### src/rtl/rsine_pkg.sv
package rsine_pkg;

    localparam real RSINE_PI = 3.14159265358979323846;

    // Rounded half-cycle table entry u; the phase is centred in each step
    function automatic int sine_entry(input int u, input int steps_full, input int scale);
        real deg;
        real val;
        deg = (180.0 / (2.0 * steps_full)) + (360.0 / (2.0 * steps_full)) * u;
        val = scale * $sin(deg * RSINE_PI / 180.0);
        return $rtoi(val + 0.5);
    endfunction

endpackage

### src/rtl/rsine_step_ctr.sv
module rsine_step_ctr #(
    parameter int STEPS_HALF = 122,
    localparam int IDX_W = $clog2(STEPS_HALF)
) (
    input  logic             clk_i,
    input  logic             rst_i,
    input  logic             en_i,
    output logic [IDX_W-1:0] cnt_o,
    output logic             pol_o
);
    localparam logic [IDX_W-1:0] LAST = IDX_W'(STEPS_HALF - 1);

    typedef struct packed {
        logic [IDX_W-1:0] cnt;
        logic             pol;
    } ctr_t;

    ctr_t st_d, st_q;

    always_comb begin
        st_d = st_q;
        if (en_i) begin
            if (st_q.cnt == LAST) begin
                st_d.cnt = '0;
                st_d.pol = ~st_q.pol;
            end else begin
                st_d.cnt = st_q.cnt + 1'b1;
            end
        end
    end

    always_ff @(posedge clk_i) begin
        if (rst_i) st_q <= '0;
        else       st_q <= st_d;
    end

    assign cnt_o = st_q.cnt;
    assign pol_o = st_q.pol;
endmodule

### src/rtl/rsine_table.sv
module rsine_table #(
    parameter int STEPS_HALF = 122,
    parameter int FULL_SCALE = 85,
    localparam int IDX_W = $clog2(STEPS_HALF),
    localparam int TBL_W = $clog2(FULL_SCALE + 1)
) (
    input  logic [IDX_W-1:0] idx_i,
    output logic [TBL_W-1:0] val_o
);
    logic [TBL_W-1:0] rom [STEPS_HALF];

    for (genvar g = 0; g < STEPS_HALF; g++) begin : g_entry
        localparam int ENTRY = rsine_pkg::sine_entry(g, 2 * STEPS_HALF, FULL_SCALE);
        assign rom[g] = TBL_W'(ENTRY);
    end

    always_comb begin
        val_o = '0;
        if (int'(idx_i) < STEPS_HALF) val_o = rom[idx_i];
    end
endmodule

### src/rtl/rsine_scale.sv
module rsine_scale #(
    parameter int TBL_W  = 7,
    parameter int AMP_W  = 8,
    parameter int REF_W  = 16,
    parameter int OFFSET = 21675
) (
    input  logic [TBL_W-1:0] tbl_i,
    input  logic [AMP_W-1:0] amp_i,
    output logic [REF_W-1:0] lo_o,
    output logic [REF_W-1:0] hi_o
);
    localparam int PROD_W = TBL_W + AMP_W;

    logic [PROD_W-1:0] prod;

    always_comb begin
        prod = PROD_W'(tbl_i) * PROD_W'(amp_i);
        lo_o = REF_W'(prod);
        hi_o = lo_o + REF_W'(OFFSET);
    end
endmodule

### src/rtl/rsine_ref_gen.sv
module rsine_ref_gen #(
    parameter int STEPS_HALF = 122,
    parameter int FULL_SCALE = 85,
    parameter int AMP_W      = 8,
    parameter int REF_W      = 16,
    parameter int OFFSET     = 85 * 255,
    localparam int IDX_W = $clog2(STEPS_HALF),
    localparam int TBL_W = $clog2(FULL_SCALE + 1)
) (
    input  logic             clk_i,
    input  logic             rst_i,
    input  logic             step_en_i,
    input  logic [AMP_W-1:0] amp_i,
    output logic [REF_W-1:0] ref_lo_o,
    output logic [REF_W-1:0] ref_hi_o,
    output logic             half_o,
    output logic [IDX_W-1:0] step_idx_o
);
    typedef struct packed {
        logic [IDX_W-1:0] idx;
        logic             pol;
        logic [REF_W-1:0] lo;
        logic [REF_W-1:0] hi;
    } out_t;

    logic [IDX_W-1:0] cnt;
    logic             pol;
    logic [TBL_W-1:0] tbl;
    logic [REF_W-1:0] lo_c, hi_c;
    out_t             out_d, out_q;

    rsine_step_ctr #(.STEPS_HALF(STEPS_HALF)) ctr_i (
        .clk_i (clk_i),
        .rst_i (rst_i),
        .en_i  (step_en_i),
        .cnt_o (cnt),
        .pol_o (pol)
    );

    rsine_table #(.STEPS_HALF(STEPS_HALF), .FULL_SCALE(FULL_SCALE)) tbl_i (
        .idx_i (cnt),
        .val_o (tbl)
    );

    rsine_scale #(.TBL_W(TBL_W), .AMP_W(AMP_W), .REF_W(REF_W), .OFFSET(OFFSET)) scl_i (
        .tbl_i (tbl),
        .amp_i (amp_i),
        .lo_o  (lo_c),
        .hi_o  (hi_c)
    );

    always_comb begin
        out_d = out_q;
        if (step_en_i) begin
            out_d.idx = cnt;
            out_d.pol = pol;
            out_d.lo  = lo_c;
            out_d.hi  = hi_c;
        end
    end

    always_ff @(posedge clk_i) begin
        if (rst_i) out_q <= '0;
        else       out_q <= out_d;
    end

    assign ref_lo_o   = out_q.lo;
    assign ref_hi_o   = out_q.hi;
    assign half_o     = out_q.pol;
    assign step_idx_o = out_q.idx;
endmodule

### config.mk
export PLATFORM = sky130hd
export DESIGN_NAME = rsine_ref_gen
export DESIGN_NICKNAME = d
export VERILOG_FILES = /design/src/rtl/rsine_pkg.sv /design/src/rtl/rsine_step_ctr.sv /design/src/rtl/rsine_table.sv /design/src/rtl/rsine_scale.sv /design/src/rtl/rsine_ref_gen.sv
export SDC_FILE = /design/constraint.sdc
export NUM_CORES = 1
export LEC_CHECK = 0
export ABC_CLOCK_PERIOD_IN_PS = 5900
export BUFFER_PORTS_ARGS = -buffer_cell sky130_fd_sc_hd__buf_2
export CAP_MARGIN = 30
export CORE_MARGIN = 2
export CORE_UTILIZATION = 55
export DETAILED_ROUTE_END_ITERATION = 16
export PLACE_DENSITY_LB_ADDON = 0.15
export SYNTH_ARGS = -nofsm -noshare
export SYNTH_HDL_FRONTEND = slang
export SYNTH_SLANG_ARGS = --single-unit
### constraint.sdc
create_clock -name clk_i -period 5.9 [get_ports clk_i]
set_input_delay 0 -clock clk_i [delete_from_list [all_inputs] [get_ports clk_i]]
set_output_delay 0 -clock clk_i [all_outputs]
set_load 0.005 [all_outputs]
==> results <==
- The estimated wirelength of the detail-placed design is 9.709 mm.
- The ratio of final minimum period to clock period is 99.60%.
- For flop-to-flop paths, the worst setup slack is 20 ps.
- The final-stage net count is 800.
- In this run the static leakage power is 0.002950 uW.
- The clock sink count is 47.
- The final max-slew violation count is 0.
- At the pin with the least slew margin, the transition time is 814.9 ps.
- The share of the core filled with cells is 71.47%.
- The average cell area after synthesis is 8.232 sq um.
- The number of flops mapped to enable cells by yosys is 0.
- The cell-internal power is 630.6 uW.
- Setup violations remaining at the end of the flow were counted as 0.
- The total area of sequential cells is 955.9 sq um.
- The all-layer global routing usage is 26.05%.
- The number of top-level design ports is 51.
- The die covers 9817 sq um.
- The finished cells cover 6264 sq um.
- In this run, flip-flops and latches consume 36.3% of the power.
- Setup repair after global routing could not meet its margin everywhere.
- Counting every net in the synthesized netlist gives 691.
- After clock tree synthesis, the clock-pin slew on the worst setup and hold paths is 90 ps.
- The die is 99.08 um tall.
- The worst setup path is of the reg -> reg kind.
- The clock buffer count from CTS is 5.
- The starting density of the core is 56.74%.
- The switching share of total power is 35.44%.
- Leaving out fill and tap cells, the most frequent cells in the layout are 78 x sky130_fd_sc_hd__buf_4, 76 x sky130_fd_sc_hd__nor2_1, 49 x sky130_fd_sc_hd__buf_2.
- The leading cell type in the layout, fill and taps excluded is sky130_fd_sc_hd__buf_4.
- The max capacitance violation total is 0.
- The clock network burns 20.2% of the power.
- The via count of the first global-routing pass is 4467.
- The placeable core region is 8763 sq um.
- The number of synthesis warnings is 0.
- Using the TritonRoute via totals, the vias-per-cell ratio works out to 5.701.
- The count of filler cells inserted in the layout is 676.
- The number of I/O port buffers is 49.
- Measured against its own limit, the worst slew margin works out to 45.67%.
- STA classifies the critical path startpoint as a register.
- After synthesis, the netlist uses 76 different library cells.
- The average detailed-routed wire length per instance is 15.47 um.
- The critical path data required time is 6090 ps.
- The number of antenna violations at the first check in global routing is 0.
- The synthesis-to-layout area growth is 25.97%.
- At the end of routability-driven placement, the weighted congestion stood at 0.8974.
- The final wirelength is 12.72 mm.
- The share of synthesized flip-flops with an asynchronous set or reset is 0%.
- The flow ran to the end, and the final reports show no timing, DRC or antenna violations.
- Before antenna repair, the detailed router went through 5 iterations.
- The tightest min-delay check is of the in -> reg type.
- The netlist area before placement is 4972 sq um.
- The number of antenna cells inserted is 0.
- No sink is reached through more buffers than the 2 on the longest clock path.
- The cell count after synthesis came out at 604.
- TritonCTS built the clock tree.
- The net switching component of the power is 346.1 uW.
- The maximum net fanout on the critical path is 5.
- The total overflow reported by the global router is 0.
- The number of hold violations in the final report is 0.
- The root buffer selected by CTS is sky130_fd_sc_hd__clkbuf_8.
- After floorplanning, the core was divided into 34 placement rows.
- The number of remaining DRC errors is 0.
- The peak clock frequency supported by timing is 170.2 MHz.
- In this run the cell area measured after placement is 5761 sq um.
- Per report_power, the combinational group accounts for 43.5% of the total.
- In this run, the number of DRC markers left after iteration 0 of detailed routing was 259.
- The part of the Yosys area used for sequential elements is 18.92%.
- The number of H-tree branching levels is 2.
- Once detail routing completed, the nets flagged for antenna violations numbered 0.
- Entering global routing, the biggest net connects 48 pins.
- For this run, the leading register cell type out of synthesis is sky130_fd_sc_hd__dfxtp_1.
- The area of combinational cells with multiple inputs is 3980 sq um.
- For this block, the via count after detailed routing is 4686.
- STA puts the critical path data arrival time at 6070 ps.
- The die is 99.08 um wide.
- The total of flip-flops plus latches after synthesis is 47.
- The clock insertion delay at the later pin of the skew report is 300 ps.
- Of the cells placed in the final design, the portion with a size suffix greater than 1 is 29.83%.
- The total power per unit cell area is 155.9 nW/um^2.
- The worst-case vdd ir drop is 0.0002081 V.
- The worst setup skew after layout is 6.605 ps.
- STA classifies the critical path endpoint as a register.
- Counting I/O delays and the setup requirement, the final critical path takes 5876 ps.
- The first-pass GRT wire length is 21.37 mm.
timing repair:
action,4_1_cts,5_1_grt
endpoints found under the setup margin,9,13
resized for setup,20,38
buffers inserted,4,14
pin swaps,14,27
endpoints found under the hold margin,0,0
hold buffers,0,0
logic make-up after synthesis:
kind of cell,count (synthesis),share of synthesized area [%]
muxes,29,6.115
and+or+nand+nor,230,23.30
AOI/OAI and AO/OA,125,18.27
buffers and inverters,79,6.819
xor gates and xnor gates,17,2.994
other,1,0.07542
adders and majority gates,76,23.50
DFF,47,18.92
registers in the layout, indices dropped and copies added, names as in the netlist:
signal,flops
ctr_i.cnt_o,7
ctr_i.pol_o,1
ref_hi_o,16
step_idx_o,7
half_o,1
ref_lo_o,15
per-layer routing:
| metal | track usage, % | routed length, um | share of wire, % |
|---|---|---|---|
| met4 | 4.426 | 93 | 0.73 |
| met1 | 38.58 | 5998 | 47 |
| met2 | 42.46 | 6056 | 48 |
| met3 | 1.844 | 570 | 4.5 |
| met5 | 0 | 0 | 0 |
power by group through the flow:
stage                     combinational [uW]  sequential (uW)  clock [uW]
after detailed placement                 373              361           0
after CTS                                393              354         202
after global routing                     469              357         213
after global placement                   365              360           0
after floorplan                          237              363           0
final                                    425              354         198
cell usage after synthesis, drive strengths merged (5+ instances only):
cell type / number / area share (%)
buf: 12 / 1.8
dfxtp: 47 / 19
nand3: 5 / 0.50
ha: 47 / 12
clkbuf: 19 / 1.4
nor2: 79 / 6.1
and2: 33 / 4.3
nor3: 15 / 1.7
or3: 5 / 0.63
xnor2: 13 / 2.3
mux2i: 27 / 5.4
nand2b: 11 / 1.4
a211oi: 13 / 2.0
fa: 29 / 12
inv: 48 / 3.6
o21ai: 21 / 2.1
nand2: 46 / 3.5
a21oi: 33 / 3.3
o211ai: 6 / 0.91
nor2b: 14 / 1.8
through the flow:
step	setup TNS, ps	total power, uW	setup slack, ps	hold slack, ps	cells
finish	0	976.8	23.62	216.1	822
CTS	0	948.6	6.496	230.0	807
floorplan	0	599.7	23.49	256.3	604
global placement	-216.7	725.9	-84.32	399.0	795
detailed placement	-368.9	734.4	-115.0	402.8	795
global route	-1283	1039	-242.0	243.8	822
final timing paths:
check / cells past startpoint / to / start
setup / recovery: 25 / ref_hi_o[13]$_SDFFE_PP0P_ / ctr_i.cnt_o[1]$_SDFFE_PP0P_
hold / removal: 3 / ref_hi_o[3]$_SDFFE_PP0P_ / step_en_i
setup reg to reg: 25 / ref_hi_o[13]$_SDFFE_PP0P_ / ctr_i.cnt_o[1]$_SDFFE_PP0P_
hold reg to reg: 2 / ref_hi_o[5]$_SDFFE_PP0P_ / ref_hi_o[5]$_SDFFE_PP0P_
worst max-delay path: stages, from the launching register on:
cell and delay [ps]:
sky130_fd_sc_hd__dfxtp_4 400, sky130_fd_sc_hd__inv_6 50, sky130_fd_sc_hd__ha_1 330, sky130_fd_sc_hd__a21oi_1 150, sky130_fd_sc_hd__o31ai_1 100, sky130_fd_sc_hd__a21oi_1 150, sky130_fd_sc_hd__o21ai_1 100, sky130_fd_sc_hd__a21oi_2 250
sky130_fd_sc_hd__nor2b_1 100, sky130_fd_sc_hd__fa_1 500, sky130_fd_sc_hd__inv_2 40, sky130_fd_sc_hd__fa_1 510, sky130_fd_sc_hd__inv_2 40, sky130_fd_sc_hd__fa_1 520, sky130_fd_sc_hd__inv_2 50, sky130_fd_sc_hd__fa_1 500
sky130_fd_sc_hd__inv_2 50, sky130_fd_sc_hd__ha_4 240, sky130_fd_sc_hd__o21a_1 100, sky130_fd_sc_hd__o31a_1 160, sky130_fd_sc_hd__o41a_1 440, sky130_fd_sc_hd__nor3_4 220, sky130_fd_sc_hd__o22ai_1 130, sky130_fd_sc_hd__a21o_1 200
sky130_fd_sc_hd__buf_4 140, sky130_fd_sc_hd__a311o_1 290
final cells by class:
type / count / area share [%]
Sequential cell: 47 / 15.26
Clock buffer: 6 / 1.159
Multi-Input combinational cell: 478 / 63.54
Inverter: 48 / 2.996
Timing Repair Buffer: 133 / 14.62
Clock inverter: 2 / 0.2597
Tap cell: 108 / 2.157
Note: power is estimated with default switching activity, not from simulation.
